File: config.mk
export PLATFORM = sky130hd
export DESIGN_NAME = slt_alu
export DESIGN_NICKNAME = d
export VERILOG_FILES = /design/src/rtl/slt_alu_pkg.sv /design/src/rtl/alu_addsub.sv /design/src/rtl/alu_shifter.sv /design/src/rtl/alu_logic.sv /design/src/rtl/slt_alu.sv
export SDC_FILE = /design/constraint.sdc
export NUM_CORES = 1
export LEC_CHECK = 0
export CORE_ASPECT_RATIO = 0.75
export CORE_MARGIN = 4
export CORE_UTILIZATION = 35
export DETAILED_ROUTE_END_ITERATION = 12
export DONT_BUFFER_PORTS = 1
export PLACE_DENSITY_LB_ADDON = 0.25
export SLEW_MARGIN = 15
export SYNTH_ARGS = -nofsm -noshare
export SYNTH_HDL_FRONTEND = slang
export SYNTH_HIERARCHICAL = 1
export SYNTH_SLANG_ARGS = --single-unit
File: constraint.sdc
create_clock -name vclk -period 18.03
set_input_delay 3.606 -clock vclk [all_inputs]
set_output_delay 3.606 -clock vclk [all_outputs]
set_load 0.03 [all_outputs]
File: src/rtl/slt_alu_pkg.sv
package slt_alu_pkg;

  typedef enum logic [2:0] {
    OP_ADD = 3'd0,
    OP_SUB = 3'd1,
    OP_INV = 3'd2,
    OP_SHL = 3'd3,
    OP_SHR = 3'd4,
    OP_AND = 3'd5,
    OP_OR  = 3'd6,
    OP_SLT = 3'd7
  } alu_op_e;

  // The adder works in subtract mode for both difference and signed compare.
  function automatic logic op_needs_sub(alu_op_e op);
    return (op == OP_SUB) || (op == OP_SLT);
  endfunction

  function automatic logic op_is_shift(alu_op_e op);
    return (op == OP_SHL) || (op == OP_SHR);
  endfunction

  // One-bit full adder, sum half.
  function automatic logic fa_sum(logic x, logic y, logic cin);
    return x ^ y ^ cin;
  endfunction

  // One-bit full adder, carry half.
  function automatic logic fa_carry(logic x, logic y, logic cin);
    return (x & y) | (cin & (x ^ y));
  endfunction

  // Signed less-than from the sign of the difference corrected by overflow.
  function automatic logic signed_lt(logic diff_msb, logic ovf);
    return diff_msb ^ ovf;
  endfunction

endpackage

File: src/rtl/alu_addsub.sv
module alu_addsub
  import slt_alu_pkg::*;
#(
  parameter int WIDTH = 16
) (
  input  logic [WIDTH-1:0] a,
  input  logic [WIDTH-1:0] b,
  input  logic             sub,
  output logic [WIDTH-1:0] sum,
  output logic             lt
);

  logic [WIDTH:0]   carry;
  logic [WIDTH-1:0] b_eff;
  logic             ovf;

  // Two's-complement subtract: invert b and inject a carry at bit 0.
  assign b_eff    = b ^ {WIDTH{sub}};
  assign carry[0] = sub;

  for (genvar i = 0; i < WIDTH; i++) begin : g_bit
    assign sum[i]       = fa_sum(a[i], b_eff[i], carry[i]);
    assign carry[i + 1] = fa_carry(a[i], b_eff[i], carry[i]);
  end

  assign ovf = carry[WIDTH] ^ carry[WIDTH-1];
  assign lt  = signed_lt(sum[WIDTH-1], ovf);

endmodule

File: src/rtl/alu_shifter.sv
module alu_shifter #(
  parameter int WIDTH = 16
) (
  input  logic [WIDTH-1:0] value,
  input  logic [WIDTH-1:0] amount,
  input  logic             left,
  output logic [WIDTH-1:0] shifted,
  output logic             out_of_range
);

  localparam int SHW = $clog2(WIDTH);

  logic [WIDTH-1:0] pre_rev;
  logic [WIDTH-1:0] post_rev;
  logic [WIDTH-1:0] stage [0:SHW];

  // A left shift is a right shift of the bit-reversed operand.
  for (genvar i = 0; i < WIDTH; i++) begin : g_rev
    assign pre_rev[i]  = left ? value[WIDTH-1-i] : value[i];
    assign post_rev[i] = left ? stage[SHW][WIDTH-1-i] : stage[SHW][i];
  end

  assign stage[0] = pre_rev;

  for (genvar k = 0; k < SHW; k++) begin : g_stage
    assign stage[k + 1] = amount[k] ? (stage[k] >> (2 ** k)) : stage[k];
  end

  if (WIDTH > SHW) begin : g_oob
    assign out_of_range = |amount[WIDTH-1:SHW];
  end else begin : g_no_oob
    assign out_of_range = 1'b0;
  end

  assign shifted = out_of_range ? '0 : post_rev;

endmodule

File: src/rtl/alu_logic.sv
module alu_logic #(
  parameter int WIDTH = 16
) (
  input  logic [WIDTH-1:0] a,
  input  logic [WIDTH-1:0] b,
  output logic [WIDTH-1:0] inv_res,
  output logic [WIDTH-1:0] and_res,
  output logic [WIDTH-1:0] or_res
);

  assign inv_res = ~a;
  assign and_res = a & b;
  assign or_res  = a | b;

endmodule

File: src/rtl/slt_alu.sv
module slt_alu
  import slt_alu_pkg::*;
#(
  parameter int WIDTH = 16
) (
  input  logic [2:0]       op,
  input  logic [WIDTH-1:0] a,
  input  logic [WIDTH-1:0] b,
  output logic [WIDTH-1:0] result,
  output logic             zero
);

  alu_op_e          op_e;
  logic [WIDTH-1:0] sum_w;
  logic             lt_w;
  logic [WIDTH-1:0] shift_w;
  logic             shift_oob;
  logic [WIDTH-1:0] inv_w;
  logic [WIDTH-1:0] and_w;
  logic [WIDTH-1:0] or_w;
  logic [WIDTH-1:0] result_w;

  assign op_e = alu_op_e'(op);

  alu_addsub #(.WIDTH(WIDTH)) u_addsub (
    .a   (a),
    .b   (b),
    .sub (op_needs_sub(op_e)),
    .sum (sum_w),
    .lt  (lt_w)
  );

  alu_shifter #(.WIDTH(WIDTH)) u_shifter (
    .value        (a),
    .amount       (b),
    .left         (op_e == OP_SHL),
    .shifted      (shift_w),
    .out_of_range (shift_oob)
  );

  alu_logic #(.WIDTH(WIDTH)) u_logic (
    .a       (a),
    .b       (b),
    .inv_res (inv_w),
    .and_res (and_w),
    .or_res  (or_w)
  );

  always_comb begin
    unique case (op_e)
      OP_ADD, OP_SUB: result_w = sum_w;
      OP_INV:         result_w = inv_w;
      OP_SHL, OP_SHR: result_w = shift_w;
      OP_AND:         result_w = and_w;
      OP_OR:          result_w = or_w;
      OP_SLT:         result_w = {{(WIDTH-1){1'b0}}, lt_w};
      default:        result_w = '0;
    endcase
  end

  assign result = result_w;
  assign zero   = ~|result_w;

endmodule

; ---- Word level (Yosys, flattened, before mapping)
; Cells that the tools add are included.
[op_classes]
n_eq_ne = 7
muxes = 38
bitwise = 86
reduce_logical = 7
[op_table]
columns = op, count
row1 = one-hot mux 16 bit (6 select lines), 1
row2 = 2-to-1 mux 16 bit, 5
row3 = bitwise XOR 1 bit, 34
row4 = bitwise AND 1 bit, 32
row5 = 2-to-1 mux 1 bit, 32
row6 = bitwise AND 16 bit, 1
row7 = NOT 16 bit, 1
row8 = OR 1 bit, 16
row9 = OR 16 bit, 1
row10 = OR reduction 16 bit, 1
row11 = bitwise XOR 16 bit, 1
row12 = "equality test 3 bit, second input constant", 4
row13 = OR reduction 12 bit, 1
row14 = "equality test 3 x 2 -> 1 bit, second input constant", 2
row15 = OR reduction 2 bit, 2
row16 = "equality test 3 x 1 -> 1 bit, second input constant", 1
row17 = logical NOT 3 bit, 1
row18 = logical NOT 1 bit, 1
row19 = logical OR 1 bit, 1
[totals]
reg_bits = 0
inputBits = 35
word_cells = 138

; ---- Longest topological paths before layout
[depth]
depth_word = 41
depth_mapped = 29
mapped_depth_nobuf = 26

; ---- By module
; The synthesis kept the hierarchy.
[by_module_without_submodules]
columns = mod, n_inst, cells_each, area_each_um2, seq_area_each_um2
row1 = alu_shifter, 1, 158, 1358.8, 0.0
row2 = slt_alu, 1, 125, 793.3, 0.0
row3 = alu_addsub, 1, 65, 620.6, 0.0
row4 = alu_logic, 1, 48, 261.5, 0.0

; ---- Worst setup path before layout
; Ideal clock, no wire load.
[synth_timing]
kind = in2out
start = input port op[2]
end = output port zero
arrival_ns = 11.970
setup_slack_ns = 2.454
stages = 29
path_cell_list = or2_2 clkbuf_1 clkbuf_1 a21boi_0 buf_6 xor2_1 fa_1 inv_1 fa_1 fa_1 fa_1 fa_1 fa_1 fa_1 fa_1 fa_1 fa_1 fa_1 inv_1 fa_1 inv_1 fa_1 fa_1 fa_1 mux2i_1 mux2i_1 a211o_1 or4b_1 nor4_2
[synth_between]
elab_chain_len = 41
elab_cells_between_ends = 134
cone_classes = 7 x eq/ne / 38 x mux / 83 x bitwise / 6 x reduce/logical
[synth_lines]
columns = element, line_no
row1 = start: declaration, slt_alu.sv:6  ; input logic [2:0] op,
row2 = equality test 3 x 1 -> 1 bit or equality test 3 bit (tied branches), slt_alu_pkg.sv:16  ; return (op == OP_SUB) || (op == OP_SLT);
row3 = logical OR 1 bit (*), slt_alu_pkg.sv:16
row4 = bitwise XOR 16 bit, alu_addsub.sv:18  ; assign b_eff = b ^ {WIDTH{sub}};
row5 = bitwise XOR 1 bit, slt_alu_pkg.sv:30  ; return (x & y) | (cin & (x ^ y));
row6 = bitwise AND 1 bit, slt_alu_pkg.sv:30
row7 = OR 1 bit, slt_alu_pkg.sv:30
row8 = bitwise AND 1 bit, slt_alu_pkg.sv:30
row9 = OR 1 bit, slt_alu_pkg.sv:30
row10 = [... 27 more ...], --
row11 = OR 1 bit, slt_alu_pkg.sv:30
row12 = bitwise XOR 1 bit, alu_addsub.sv:26  ; assign ovf = carry[WIDTH] ^ carry[WIDTH-1];
row13 = bitwise XOR 1 bit (*), slt_alu_pkg.sv:35  ; return diff_msb ^ ovf;
row14 = via lt_w, slt_alu.sv:15  ; logic lt_w;
row15 = one-hot mux 16 bit (6 select lines) (*), slt_alu.sv:50  ; unique case (op_e)
row16 = via result[0], slt_alu.sv:9  ; output logic [WIDTH-1:0] result,
row17 = OR reduction 16 bit (*), slt_alu.sv:62  ; assign zero = ~|result_w;
row18 = logical NOT 1 bit (*), slt_alu.sv:62
row19 = end: declaration, slt_alu.sv:10  ; output logic zero
; The timed path passes the listed nets; every way through them passes the cells marked *.

; ---- Final worst setup path
; Same ends and word-level chain as after synthesis.

==> results.yml <==
routing:
  drtIter0Drc: 431
  drc: 0
  drtAntennaViolNets: 0
  firstDrtPassIters: 4
  wl_per_cell_um: 21.5
  totalWireLength_mm: 10.2
  vias_per_cell: 6.10
  vias: 2904
floorplanning:
  num_io_pins: 52
  core_um2: 8450
  die_w_um: 116
  fp.dieH_um: 88.6
  dieArea_um2: 10200
  start_util_pct: 35.9
  rows: 29
yosys:
  syn_area_um2: 3030
  ys_warn_count: 6
  synth_top_area_share_pct: 10.6
  ys_top_cells_by_area: "fa_1 (11%), mux4_2 (9.6%), inv_1 (6.3%), mux2i_1 (4.9%), and2_1 (3.9%)"
  yosysUniqueCellTypes: 56
  yosysMostFrequentCell: "inv_1"
  syn_avg_cell_area_um2: 7.66
  synth_nets: 447
  synth_area_leader_cell: "fa_1"
  yosysSeqAreaShare_pct: 0
  synth.cells.most_frequent: "inv_1 (51), nor2_1 (31), and2_1 (19), nand2_1 (19), nand2b_1 (19)"
  syn_inst: 396
layout:
  seq_cells: 0
  clock_buffers: 0
  regArea_um2: 0
  fin_cells: 476
  syn_to_final_growth_pct: -1.48
  nets: 421
  antenna_cells: 0
  drive_gt1_share_pct: 12.0
  fillers: 891
worst_setup_path:
  cp_max_fo: 23
  arrival_ns: 12.31
  path_class: "in -> out"
  end_kind: "primary output"
  cp.required_ns: 14.42
  cp-start-kind: "input port"
grt:
  antenna_found_initial: 0
  grt_first_pass_wirelength_mm: 16.0
  grt_pass1_vias: 2674
  overflow: 0
  grt_max_degree: 58
  grt_usage_pct: 19.8
power:
  leakagePower_nw: 1.17
  ir_drop_uv: 15.9
  pwr-share-comb_pct: 100.0
  seqPwrFrac_pct: 0
  power.switching_w: 0.0000499
  p_per_area_nw_per_um2: 28.7
  swShare_pct: 58.2
  clkPwrFrac_pct: 0
  internal_power_w: 0.0000359
outcome:
  outcome: "finished, final reports clean"
place:
  place_congestion: 0.981
  dp_cells: 476
  dpl.hpwl_mm: 7.59
  io_buffers: 0
job:
  max_cap_violations: 0
sta:
  setup_viol: 0
  period_needed_ns: 15.91
  worst_slew_pin_slew_ns: 0.992
  setup_tns_ns: 0
  whs_ns: 7.51
  slew_violations: 0
  fmax_ghz: 0.0628
  rsz0062_at_grt: "no"
  fin_crit_sh_pct: 88.3
  hold_violations: 0
  slew_headroom_pct: 33.6
clock_tree:
  cts_resized: 0
  postCtsHoldBufs: 0
  post_cts_buffers: 0
hold_path:
  hp-class: "in -> out"
-- metrics by stage --
| step | instance area [µm²] | setup WS, ns | total power [W] | util (%) |
|---|---|---|---|---|
| after global routing | 2990 | 1.87 | 0.0000934 | 35.4 |
| final | 2990 | 2.12 | 0.0000857 | 35.4 |
| after floorplan | 3030 | 2.45 | 0.0000750 | - |
| after detailed placement | 2990 | 2.20 | 0.0000846 | 35.4 |
| after CTS | 2990 | 2.15 | 0.0000850 | 35.4 |
| after global placement | 2990 | 2.35 | 0.0000830 | 35.4 |
-- cells by family (layout without fill, tap and decap cells) --
group | count (synthesis) | in the layout | share of synthesized area (%)
fa+ha+maj | 16 | 16 | 10.6
compound gates | 101 | 101 | 24.8
simple gates | 135 | 135 | 24.0
buf+inv | 83 | 55 | 13.4
xor+xnor | 18 | 18 | 5.20
mux | 43 | 43 | 22.0
-- cell usage in the layout (no fill, tap or decap), types with 9 or more instances in the layout --
master / count
mux2i_1: 15
or2_1: 16
nand2b_1: 19
mux4_2: 13
nor2_1: 31
xnor2_1: 13
inv_1: 51
o21ai_0: 16
a21o_1: 15
a31oi_1: 15
a22oi_1: 15
mux2_2: 9
nand2_1: 19
and2_1: 19
fa_1: 16
-- per-layer routing --
metal / up-vias / routed length (µm) / share of wire [%] / track usage [%]
met5: - / 0 / 0 / 0
met4: 0 / 86 / 0.84 / 1.92
met3: 8 / 1100 / 11 / 4.31
met2: 134 / 4420 / 43 / 28.6
met1: 1423 / 4610 / 45 / 30.9
li1: 1339 / - / - / -
-- worst paths after layout --
check	from	endpoint	slack, ns	cells after the start
setup / recovery	op[2]	zero	2.12	27
hold / removal	op[1]	result[0]	7.51	1
-- area by class of cell --
class	count	area [µm²]	share of cell area, %
repair buffers	4	30.0	1.00
multi-input cells	313	2630	88.1
inverters	51	191	6.40
well taps	108	135	4.52
-- worst max-delay path, cell delays in order --
cell and delay [ns]:
or2_2 0.42, a21boi_2 0.18, buf_4 0.28, xor2_1 0.22, fa_1 0.20, inv_1 0.05, fa_1 0.37, fa_1 0.39
fa_1 0.40, fa_1 0.39, fa_1 0.39, fa_1 0.41, fa_1 0.40, fa_1 0.39, fa_1 0.39, fa_1 0.37
inv_1 0.08, fa_1 0.17, inv_1 0.05, fa_1 0.38, fa_1 0.45, fa_1 0.40, mux2i_1 0.17, mux2i_1 0.10
a211o_1 0.44, or4b_1 0.52, nor4_2 0.66
-- power by group through the flow --
stage	Clock, W	Sequential, W	Combinational [W]
finish	0	0	0.0000857
global route	0	0	0.0000934
CTS	0	0	0.0000850
detailed placement	0	0	0.0000846
global placement	0	0	0.0000830
floorplan	0	0	0.0000750
Power figures use the tool's default switching activity.
